<file path="src/rtl/i2cx_pkg.sv">
package i2cx_pkg;
  typedef enum logic [2:0] {
    ST_IDLE,
    ST_ADDR,
    ST_CMD,
    ST_WDATA,
    ST_ACK,
    ST_RDATA,
    ST_RACK,
    ST_IGNORE
  } fsm_t;
endpackage

</file>
<file path="src/rtl/i2cx_sync.sv">
module i2cx_sync #(
  parameter int WIDTH  = 2,
  parameter int STAGES = 2
) (
  input  logic             clk,
  input  logic             rst,
  input  logic [WIDTH-1:0] d,
  output logic [WIDTH-1:0] q
);
  logic [WIDTH-1:0] chain [STAGES];

  genvar s;
  generate
    for (s = 0; s < STAGES; s++) begin : g_stage
      always_ff @(posedge clk) begin
        if (rst) chain[s] <= '1;
        else if (s == 0) chain[s] <= d;
        else chain[s] <= chain[(s == 0) ? 0 : s-1];
      end
    end
  endgenerate

  assign q = chain[STAGES-1];
endmodule

</file>
<file path="src/rtl/i2cx_regfile.sv">
module i2cx_regfile #(
  parameter int                DATA_W  = 8,
  parameter int                REG_CNT = 4,
  parameter logic [DATA_W-1:0] OUT_RST = '0,
  parameter logic [DATA_W-1:0] POL_RST = '0,
  parameter logic [DATA_W-1:0] DIR_RST = '1,
  localparam int               SEL_W   = $clog2(REG_CNT)
) (
  input  logic              clk,
  input  logic              rst,
  input  logic              we,
  input  logic [SEL_W-1:0]  sel,
  input  logic [DATA_W-1:0] wdata,
  input  logic [DATA_W-1:0] in_image,
  output logic [DATA_W-1:0] rdata,
  output logic [DATA_W-1:0] out_reg,
  output logic [DATA_W-1:0] pol_reg,
  output logic [DATA_W-1:0] dir_reg
);
  localparam logic [SEL_W-1:0] SEL_OUT = SEL_W'(1);
  localparam logic [SEL_W-1:0] SEL_POL = SEL_W'(2);
  localparam logic [SEL_W-1:0] SEL_DIR = SEL_W'(3);

  always_ff @(posedge clk) begin
    if (rst) begin
      out_reg <= OUT_RST;
      pol_reg <= POL_RST;
      dir_reg <= DIR_RST;
    end else if (we) begin
      if (sel == SEL_OUT) out_reg <= wdata;
      if (sel == SEL_POL) pol_reg <= wdata;
      if (sel == SEL_DIR) dir_reg <= wdata;
    end
  end

  always_comb begin
    case (sel)
      SEL_OUT: rdata = out_reg;
      SEL_POL: rdata = pol_reg;
      SEL_DIR: rdata = dir_reg;
      default: rdata = in_image;
    endcase
  end
endmodule

</file>
<file path="src/rtl/i2cx_proto.sv">
module i2cx_proto
  import i2cx_pkg::*;
#(
  parameter int          DATA_W  = 8,
  parameter int          PIN_W   = 3,
  parameter int          SEL_W   = 2,
  parameter logic [DATA_W-2-PIN_W:0] ADDR_HI = 4'b0100,
  localparam int         CNT_W   = $clog2(DATA_W + 1)
) (
  input  logic              clk,
  input  logic              rst,
  input  logic              scl,
  input  logic              sda,
  input  logic [PIN_W-1:0]  strap_pins,
  input  logic [DATA_W-1:0] rd_data,
  output logic              wr_en,
  output logic [DATA_W-1:0] wr_data,
  output logic [SEL_W-1:0]  ptr,
  output logic              rd_pulse,
  output logic              sda_low,
  output logic              start_det,
  output logic              stop_det,
  output fsm_t              state
);
  localparam logic [CNT_W-1:0] LAST = CNT_W'(DATA_W);

  logic              scl_q, sda_q;
  logic              scl_rise, scl_fall;
  logic [CNT_W-1:0]  cnt;
  logic [DATA_W-1:0] rx_sh, tx_sh;
  fsm_t              after_ack;
  logic              master_ack;
  logic              addr_hit;

  always_ff @(posedge clk) begin
    if (rst) begin
      scl_q <= 1'b1;
      sda_q <= 1'b1;
    end else begin
      scl_q <= scl;
      sda_q <= sda;
    end
  end

  assign scl_rise  = scl & ~scl_q;
  assign scl_fall  = ~scl & scl_q;
  assign start_det = scl & scl_q & sda_q & ~sda;
  assign stop_det  = scl & scl_q & ~sda_q & sda;
  assign addr_hit  = (rx_sh[DATA_W-1:1] == {ADDR_HI, strap_pins});

  always_ff @(posedge clk) begin
    if (rst) begin
      state      <= ST_IDLE;
      after_ack  <= ST_IDLE;
      cnt        <= '0;
      rx_sh      <= '0;
      tx_sh      <= '0;
      ptr        <= '0;
      sda_low    <= 1'b0;
      master_ack <= 1'b0;
      wr_en      <= 1'b0;
      wr_data    <= '0;
      rd_pulse   <= 1'b0;
    end else begin
      wr_en    <= 1'b0;
      rd_pulse <= 1'b0;
      if (start_det) begin
        state   <= ST_ADDR;
        cnt     <= '0;
        sda_low <= 1'b0;
      end else if (stop_det) begin
        state   <= ST_IDLE;
        cnt     <= '0;
        sda_low <= 1'b0;
      end else begin
        case (state)
          ST_ADDR, ST_CMD, ST_WDATA: begin
            if (scl_rise) begin
              rx_sh <= {rx_sh[DATA_W-2:0], sda};
              cnt   <= cnt + 1'b1;
            end else if (scl_fall && cnt == LAST) begin
              cnt <= '0;
              if (state == ST_ADDR) begin
                if (addr_hit) begin
                  sda_low   <= 1'b1;
                  state     <= ST_ACK;
                  after_ack <= rx_sh[0] ? ST_RDATA : ST_CMD;
                end else begin
                  state <= ST_IGNORE;
                end
              end else begin
                if (state == ST_CMD) ptr <= rx_sh[SEL_W-1:0];
                else begin
                  wr_en   <= 1'b1;
                  wr_data <= rx_sh;
                end
                sda_low   <= 1'b1;
                state     <= ST_ACK;
                after_ack <= ST_WDATA;
              end
            end
          end
          ST_ACK, ST_RACK: begin
            if (scl_rise && state == ST_RACK) master_ack <= ~sda;
            if (scl_fall) begin
              cnt <= '0;
              if ((state == ST_ACK && after_ack == ST_RDATA) ||
                  (state == ST_RACK && master_ack)) begin
                tx_sh    <= rd_data;
                sda_low  <= ~rd_data[DATA_W-1];
                rd_pulse <= (ptr == '0);
                state    <= ST_RDATA;
              end else begin
                sda_low <= 1'b0;
                state   <= (state == ST_ACK) ? after_ack : ST_IGNORE;
              end
            end
          end
          ST_RDATA: begin
            if (scl_rise) cnt <= cnt + 1'b1;
            else if (scl_fall) begin
              if (cnt == LAST) begin
                sda_low <= 1'b0;
                cnt     <= '0;
                state   <= ST_RACK;
              end else begin
                tx_sh   <= {tx_sh[DATA_W-2:0], 1'b0};
                sda_low <= ~tx_sh[DATA_W-2];
              end
            end
          end
          default: ;
        endcase
      end
    end
  end
endmodule

</file>
<file path="src/rtl/i2cx_slave.sv">
module i2cx_slave
  import i2cx_pkg::*;
#(
  parameter int DATA_W      = 8,
  parameter int PIN_W       = 3,
  parameter int REG_CNT     = 4,
  parameter int SYNC_STAGES = 2
) (
  input  logic              clk,
  input  logic              rst,
  input  logic              scl_i,
  input  logic              sda_i,
  input  logic [PIN_W-1:0]  strap_pins,
  input  logic [DATA_W-1:0] in_image,
  output logic              sda_drive_low,
  output logic [DATA_W-1:0] out_reg,
  output logic [DATA_W-1:0] pol_reg,
  output logic [DATA_W-1:0] dir_reg,
  output logic              in_read_pulse
);
  localparam int SEL_W = $clog2(REG_CNT);

  logic [1:0]        bus_sync;
  logic              wr_en, start_det, stop_det;
  logic [DATA_W-1:0] wr_data, rd_data;
  logic [SEL_W-1:0]  wr_sel;
  fsm_t              fsm_state;

  i2cx_sync #(.WIDTH(2), .STAGES(SYNC_STAGES)) u_sync (
    .clk (clk),
    .rst (rst),
    .d   ({scl_i, sda_i}),
    .q   (bus_sync)
  );

  i2cx_proto #(.DATA_W(DATA_W), .PIN_W(PIN_W), .SEL_W(SEL_W)) u_proto (
    .clk        (clk),
    .rst        (rst),
    .scl        (bus_sync[1]),
    .sda        (bus_sync[0]),
    .strap_pins (strap_pins),
    .rd_data    (rd_data),
    .wr_en      (wr_en),
    .wr_data    (wr_data),
    .ptr        (wr_sel),
    .rd_pulse   (in_read_pulse),
    .sda_low    (sda_drive_low),
    .start_det  (start_det),
    .stop_det   (stop_det),
    .state      (fsm_state)
  );

  i2cx_regfile #(.DATA_W(DATA_W), .REG_CNT(REG_CNT)) u_regs (
    .clk      (clk),
    .rst      (rst),
    .we       (wr_en),
    .sel      (wr_sel),
    .wdata    (wr_data),
    .in_image (in_image),
    .rdata    (rd_data),
    .out_reg  (out_reg),
    .pol_reg  (pol_reg),
    .dir_reg  (dir_reg)
  );
endmodule

</file>
<file path="config.mk">
export PLATFORM = sky130hd
export DESIGN_NAME = i2cx_slave
export DESIGN_NICKNAME = d
export VERILOG_FILES = /design/src/rtl/i2cx_pkg.sv /design/src/rtl/i2cx_sync.sv /design/src/rtl/i2cx_regfile.sv /design/src/rtl/i2cx_proto.sv /design/src/rtl/i2cx_slave.sv
export SDC_FILE = /design/constraint.sdc
export NUM_CORES = 1
export LEC_CHECK = 0
export BUFFER_PORTS_ARGS = -buffer_cell sky130_fd_sc_hd__buf_2
export CAP_MARGIN = 15
export CORE_ASPECT_RATIO = 0.75
export CORE_MARGIN = 2
export CORE_UTILIZATION = 45
export CTS_BUF_LIST = sky130_fd_sc_hd__clkbuf_2 sky130_fd_sc_hd__clkbuf_4 sky130_fd_sc_hd__clkbuf_8
export DETAILED_ROUTE_END_ITERATION = 8
export PLACE_DENSITY = 0.65
export SYNTH_ARGS = -nofsm -noshare
export SYNTH_HDL_FRONTEND = slang
export SYNTH_HIERARCHICAL = 1
export SYNTH_SLANG_ARGS = --single-unit
</file>
<file path="constraint.sdc">
create_clock -name clk -period 2 [get_ports clk]
set_input_delay 0.4 -clock clk [delete_from_list [all_inputs] [get_ports clk]]
set_output_delay 0.4 -clock clk [all_outputs]
set_load 0.005 [all_outputs]
</file>
# Yosys cells after proc, flatten, opt, wreduce, memory -nomap -nowiden
# Memory sizes are Yosys's and may differ from the RTL's.
# Cells that the tools add are included.
# word_totals
regBits	65
latchBits	0
mem_bits_rw	4
romBits	0
in_bits	15
out_inout_bits	26
elab_cells	148
mem_count	1
# op_classes
n_addsub	1
mul	0
div_mod_pow	0
n_lt_le_gt_ge	0
n_eq_ne	31
shift	0
n_mux	46
n_bitwise	25
reduce_logical	27
# mem_list
memory	depth	width	read_ports	rd_ports_with_merged_regs	write_ports	line	text
u_sync.chain	2	2	2	0	2	i2cx_sync.sv:10	logic [WIDTH-1:0] chain [STAGES];
# ops
op	count
2-to-1 mux 7 bit	5
AND reduction 7 bit	5
2-to-1 mux 3 bit	11
2-to-1 mux 4 bit	6
one-hot mux 8 bit (3 select lines)	1
inequality test 4 x 3 -> 1 bit (second input constant)	4
inverter 1 bit	16
2-to-1 mux 1 bit	15
one-hot mux 7 bit (2 select lines)	1
equality test 3 bit (second input constant)	4
inequality test 2 x 1 -> 1 bit (second input constant)	6
one-hot mux 4 bit (3 select lines)	1
inequality test 3 x 1 -> 1 bit (second input constant)	3
one-hot mux 3 bit (3 select lines)	1
2-to-1 mux 2 bit	4
inequality test 4 bit (second input constant)	2
AND reduction 4 bit	2
AND reduction 8 bit	1
bitwise AND 1 bit	7
equality test 7 x 6 -> 1 bit	1
OR reduction 7 bit	1
equality test 3 x 2 -> 1 bit (second input constant)	2
inequality test 2 bit (second input constant)	3
AND reduction 2 bit	3
other kinds (19)	25

# Logic depth before layout (Yosys ltp)
# Gate-level depths: netlist of the first run.
# An unclocked memory read counts as a cell.
# depth
ltp_word	9
ltp_mapped	8

# Hierarchy
# The synthesis of the first run kept the hierarchy.
# modules_own_cells
mod	instances	cells_per_inst	area_each_um2	seq_area_each_um2
i2cx_proto	1	246	2260.9	820.8
i2cx_regfile	1	108	1219.9	480.5
i2cx_sync	1	8	105.1	80.1

# Worst setup path before layout of the first run
# No wires, ideal clock.
# synth_timing
kind	reg2reg
start	register u_proto.rx_sh[5]
end	register u_proto.after_ack[0]
arrival_ns	1.821
required_ns	1.879
slack_ns	0.058
stages_incl_launch_ff	5
path_cell_list	dfxtp_1 or4b_4 o41ai_4 and4_4 mux2_4
# synth_between
elab_chain_len	3
# synth_rtl
item	line	text
start: declaration	i2cx_proto.sv:30	logic [DATA_W-1:0] rx_sh, tx_sh;
start signal: assignment	i2cx_proto.sv:79	rx_sh <= {rx_sh[DATA_W-2:0], sda};
equality test 7 x 6 -> 1 bit	i2cx_proto.sv:49	assign addr_hit = (rx_sh[DATA_W-1:1] == {ADDR_HI, strap_pins});
inequality test 2 x 1 -> 1 bit (no source line)	-	
AND reduction 6 bit (no source line)	-	
end signal: assignment	i2cx_proto.sv:87	after_ack <= rx_sh[0] ? ST_RDATA : ST_CMD;
end: declaration	i2cx_proto.sv:31	fsm_t after_ack;
# Every way passes these cells.
# A chain may end at the register's enable or synchronous reset.

# Worst setup path in the final report of the first run
# layout_timing
start	register u_proto.scl_q
end	register u_proto.after_ack[1]
# layout_between
elab_chain_len	5
# layout_rtl
item	line	text
start: declaration	i2cx_proto.sv:27	logic scl_q, sda_q;
start signal: assignment	i2cx_proto.sv:40	scl_q <= scl;
bitwise AND 1 bit	i2cx_proto.sv:47, i2cx_proto.sv:48	
bitwise AND 1 bit, on equally long branches (2 in a row)	i2cx_proto.sv:48, i2cx_proto.sv:47	
inverter 1 bit (no source line)	-	
AND reduction 6 bit (no source line) (*)	-	
# Mark *: on every way between the ends. The rest lies on a longest branch, timed or not.

==> results.cfg, run 1 <==
[power]
switchingPower_uw = 676.0
seqPwrFrac_pct = 51.0
p_int_uw = 2041
pwr-share-clk_pct = 43.6
max-vdd-ir-drop_uv = 290.2
swShare_pct = 24.88
comb_power_share_pct = 5.4
total_power_uw = 2717
powerDensity_nw_per_um2 = 648.9
p_leak_uw = 0.001678

[floorplan]
num_io_pins = 41
initial_core_util_pct = 45.85
rows = 28
die_w_um = 107.0
die_area_um2 = 8697
fp.coreArea_um2 = 7812
die-height_um = 81.27

[drt]
ant_nets = 0
dr_total_vias = 2733
wl_per_cell_um = 15.63
drc = 0
wirelength_mm = 8.130
drtIter0Drc = 124
drt_first_pass_iters = 4
vias_per_cell = 5.256

[clocking]
cts_buffers = 9
cts_buffer_depth = 2
cts_tree = built
clk_latency_ps = 350
clk_pin_slew_ps = 80
clock-root-buffer = clkbuf_8
cts_num_sinks = 69
cts_max_level = 3

[timing]
clock_skew_ps = 8.040
hold_violations = 0
slew_headroom_pct = 63.63
setup_viol = 0
maxSlewViolCount = 0
worst_pin_slew_ps = 540.6
rsz0062_at_grt = no
setup_tns_ps = 0
period_share_pct = 94.79
clock.fmax_mhz = 527.5
period_minus_slack_ps = 1896

[grt]
grt_max_degree = 81
grt_pass1_wl_mm = 13.05
first_global_vias = 2636
grt-ovfl-total = 0
grtUsageTotal_pct = 19.49
grt_antenna_before_repair = 0

[worst_setup_path]
cp-end-kind = register
path_max_fanout = 9
worstPathArrival_ps = 2140
critical_path_class = register to register
crit_required_ps = 2240
startpoint_type = register

[finish]
fillers = 746
drive_gt1_share_pct = 26.51
antenna_cells = 0
multi_input_area_um2 = 2046
synthToLayoutAreaGrowth_pct = 16.87
seqCellArea_um2 = 1383
nets = 430

[synth]
synthCells = 361
netlist_area_um2 = 3582
synth_warnings = 6
synth_area_per_cell_um2 = 9.923
synth_nets = 381

[run_status]
status = complete, no violations

[placed_design]
hpwl_mm = 5.927
gp_congestion = 0.8693
numPortBuffers = 40

[min_path]
hp-class = input port to register

[flow_run]
drv_cap = 0
[area by class of cell]
| cell class | count | area share, % |
|---|---|---|
| timing repair buffer | 61 | 9.145 |
| clock buffer | 9 | 2.959 |
| multi-input combinational | 259 | 48.86 |
| tap | 105 | 3.138 |
| sequential | 69 | 33.02 |
| clock inverter | 7 | 1.973 |
| inverter | 10 | 0.8966 |
[repair_timing]
item	CTS	global route
setup endpoints to repair	2	11
resized for setup	1	2
buffers inserted	0	1
pin swaps	0	2
hold buffers	0	0
[placed cells by master, fill, tap and decap left out, types with 4 or more instances in the layout]
cell and n:
a211oi_1 6, nor2_1 38, inv_1 10, clkbuf_8 9, buf_4 19, buf_2 40, dfxtp_1 68, o21ai_0 6
mux2i_1 50, nand3_1 4, mux4_2 8, xor2_1 4, ha_1 5, nand2b_1 46, or2_1 4, mux2_2 6
nor2b_1 12, a21oi_1 12, nand2_1 9
[metrics by stage]
step / cells / setup WS (ps) / instance area [um2] / utilization (%) / hold slack (ps)
after floorplan: 361 / 57.96 / 3582 / - / 383.2
after global placement: 503 / 78.85 / 3964 / 50.74 / 390.5
after detailed placement: 503 / 36.42 / 3964 / 50.74 / 387.8
after CTS: 519 / 10.33 / 4172 / 53.40 / 210.5
after global routing: 520 / 15.06 / 4187 / 53.59 / 215.2
final: 520 / 104.3 / 4187 / 53.59 / 224.3
[critical path, cell delays in order (launching register included)]
cell     delay (ps)
dfxtp_1         370
inv_1            50
ha_1            280
or2_2           330
nor2_1          170
and4_4          280
mux2_4          300
[path summary, 6_finish.rpt]
check,from,end,slack [ps],cells after the start
min,scl_i,u_sync/chain[0][1]$_SDFF_PP1_,220,2
min reg2reg,u_sync/chain[0][1]$_SDFF_PP1_,u_sync/chain[1][1]$_SDFF_PP1_,410,1
max,u_proto/scl_q$_SDFF_PP1_,u_proto/after_ack[1]$_SDFFE_PP0P_,100,6
max reg2reg,u_proto/scl_q$_SDFF_PP1_,u_proto/after_ack[1]$_SDFFE_PP0P_,100,6
[power groups by stage]
stage	Sequential [uW]	Combinational (uW)	Clock, uW
finish	1390	146	1190
global route	1390	160	1280
CTS	1390	144	1220
detailed placement	1420	144	0
global placement	1420	144	0
floorplan	1410	94.3	0
[metal layers]
metal  vias up  global-route usage (%)  part of all wire, %  wire (um)
met5         -                       0                    0          0
met4         0                   7.273                  1.1         93
met3        10                   4.093                  3.6        294
met2        42                   29.81                   45       3667
met1      1319                   27.14                   50       4075
li1       1362                       -                    -          -
(Power assumes the default switching activity.)
==> inputs of run 2 (changes only) <==
--- a/config.mk
+++ b/config.mk
@@ -7,10 +7,9 @@
 export LEC_CHECK = 0
 export BUFFER_PORTS_ARGS = -buffer_cell sky130_fd_sc_hd__buf_2
 export CAP_MARGIN = 15
-export CORE_ASPECT_RATIO = 0.75
 export CORE_MARGIN = 2
 export CORE_UTILIZATION = 45
-export CTS_BUF_LIST = sky130_fd_sc_hd__clkbuf_2 sky130_fd_sc_hd__clkbuf_4 sky130_fd_sc_hd__clkbuf_8
+export CTS_BUF_LIST = sky130_fd_sc_hd__clkbuf_8 sky130_fd_sc_hd__clkbuf_16
 export DETAILED_ROUTE_END_ITERATION = 8
 export PLACE_DENSITY = 0.65
 export SYNTH_ARGS = -nofsm -noshare
==> results.cfg, run 2 (synthesis gave the netlist of run 1 again) <==
[run_status]
status = complete, no violations

[timing]
slew_headroom_pct = 67.96
worst_pin_slew_ps = 475.6
rsz0062_at_grt = no
clock.fmax_mhz = 526.8
period_minus_slack_ps = 1898
layout_setup_ws_ps = 101.9
period_share_pct = 94.91
hold_violations = 0
maxSlewViolCount = 0
setup_viol = 0
clock_skew_ps = 6.875
setup_tns_ps = 0

[worst_setup_path]
worstPathArrival_ps = 2160
startpoint_type = register
path_max_fanout = 15
cp-end-kind = register
crit_required_ps = 2260
critical_path_class = register to register

[grt]
globalRouteMet2Util_pct = 31.59
grt_antenna_before_repair = 0
grt_pass1_wl_mm = 13.48
first_global_vias = 2782
grt_max_degree = 70
grt_use_met3_pct = 3.868
busiest_layer = met2
grt-ovfl-total = 0
grtUsageMet1_pct = 26.22
grtUsageTotal_pct = 19.83

[placed_design]
dp.cells = 501
post-place-ws_ps = 32.85
numPortBuffers = 40
gp_congestion = 0.8120
hpwl_mm = 5.803
placed_cell_area_um2 = 3968

[clocking]
hold_buffers = 0
clk_pin_slew_ps = 80
clock-root-buffer = clkbuf_8
cts_max_level = 3
cts_buffer_depth = 2
cts_num_sinks = 69
cts_buffers = 9
clk_latency_ps = 340
cts_tree = built

[floorplan]
die-height_um = 93.22
initial_core_util_pct = 46.36
rows = 32
die_w_um = 93.22
fp.coreArea_um2 = 7727
num_io_pins = 41
die_area_um2 = 8690

[finish]
synthToLayoutAreaGrowth_pct = 17.60
layout_common_cells = dfxtp_1, mux2i_1, nand2b_1
instances_no_fill = 518
final_area_um2 = 4213
drive_gt1_share_pct = 26.68
nets = 431
antenna_cells = 0
layout_commonest_cell = dfxtp_1

[drt]
wl_per_cell_um = 15.51
vias_per_cell = 5.330
dr_total_vias = 2761
drt_first_pass_iters = 4
ant_nets = 0
drc = 0
drtIter0Drc = 140
wirelength_mm = 8.032

[min_path]
hp-class = input port to register

[power]
powerDensity_nw_per_um2 = 647.2
total_power_uw = 2727
p_leak_uw = 0.001679
max-vdd-ir-drop_uv = 424.8

[flow_run]
drv_cap = 0
[run 2: per-stage QoR]
| stage | util [%] | hold slack, ps |
|---|---|---|
| after CTS | 54.15 | 210.2 |
| after detailed placement | 51.34 | 393.3 |
| after global placement | 51.34 | 386.8 |
| after floorplan | - | 383.2 |
| after global routing | 54.52 | 223.0 |
| final | 54.52 | 226.1 |
[run 2: path summary, 6_finish.rpt]
| check | from | endpoint | slack, ps | cells past startpoint |
|---|---|---|---|---|
| setup / recovery | u_proto/state[1]$_SDFFE_PP0P_ | u_proto/state[0]$_SDFFE_PP0P_ | 100 | 6 |
| hold / removal | sda_i | u_sync/chain[0][0]$_SDFF_PP1_ | 230 | 2 |
| setup reg to reg | u_proto/state[1]$_SDFFE_PP0P_ | u_proto/state[0]$_SDFFE_PP0P_ | 100 | 6 |
| hold reg to reg | u_sync/chain[0][1]$_SDFF_PP1_ | u_sync/chain[1][1]$_SDFF_PP1_ | 410 | 1 |
[run 2: timing repair]
item	in CTS	in global routing
endpoints found under the setup margin	1	19
buffers inserted	1	0
pin swaps	1	1
resized for setup	0	4
[run 2: critical path: stages, from the launching register on]
cell,delay [ps]
dfxtp_1,460
buf_4,220
nor3b_2,390
o41ai_4,170
buf_4,180
and3b_2,180
a211oi_1,220
[run 2: final cells by class]
type / instances / area, um2
multi-input cells: 259 / 2067
flip-flops and latches: 69 / 1381
inverters: 10 / 37.54
clock buffers: 10 / 137.6
fillers: 702 / 3515
well taps: 102 / 127.6
clock inverters: 6 / 71.32
repair buffers: 62 / 390.4
[run 2: power breakdown]
group          total [uW]  leakage (uW)  switching (uW)  internal (uW)
sequential           1380      0.000557            6.54           1380
combinational         150       0.00102            80.1           69.6
clock                1190     0.0000991             574            618
total                2730       0.00168             660           2070
[run 2: layer usage]
metal	routed length [um]	up-vias	share of wire (%)
met4	147	0	1.8
met5	0	-	0
met2	3880	59	48
met1	3695	1327	46
met3	308	12	3.8
li1	-	1363	-
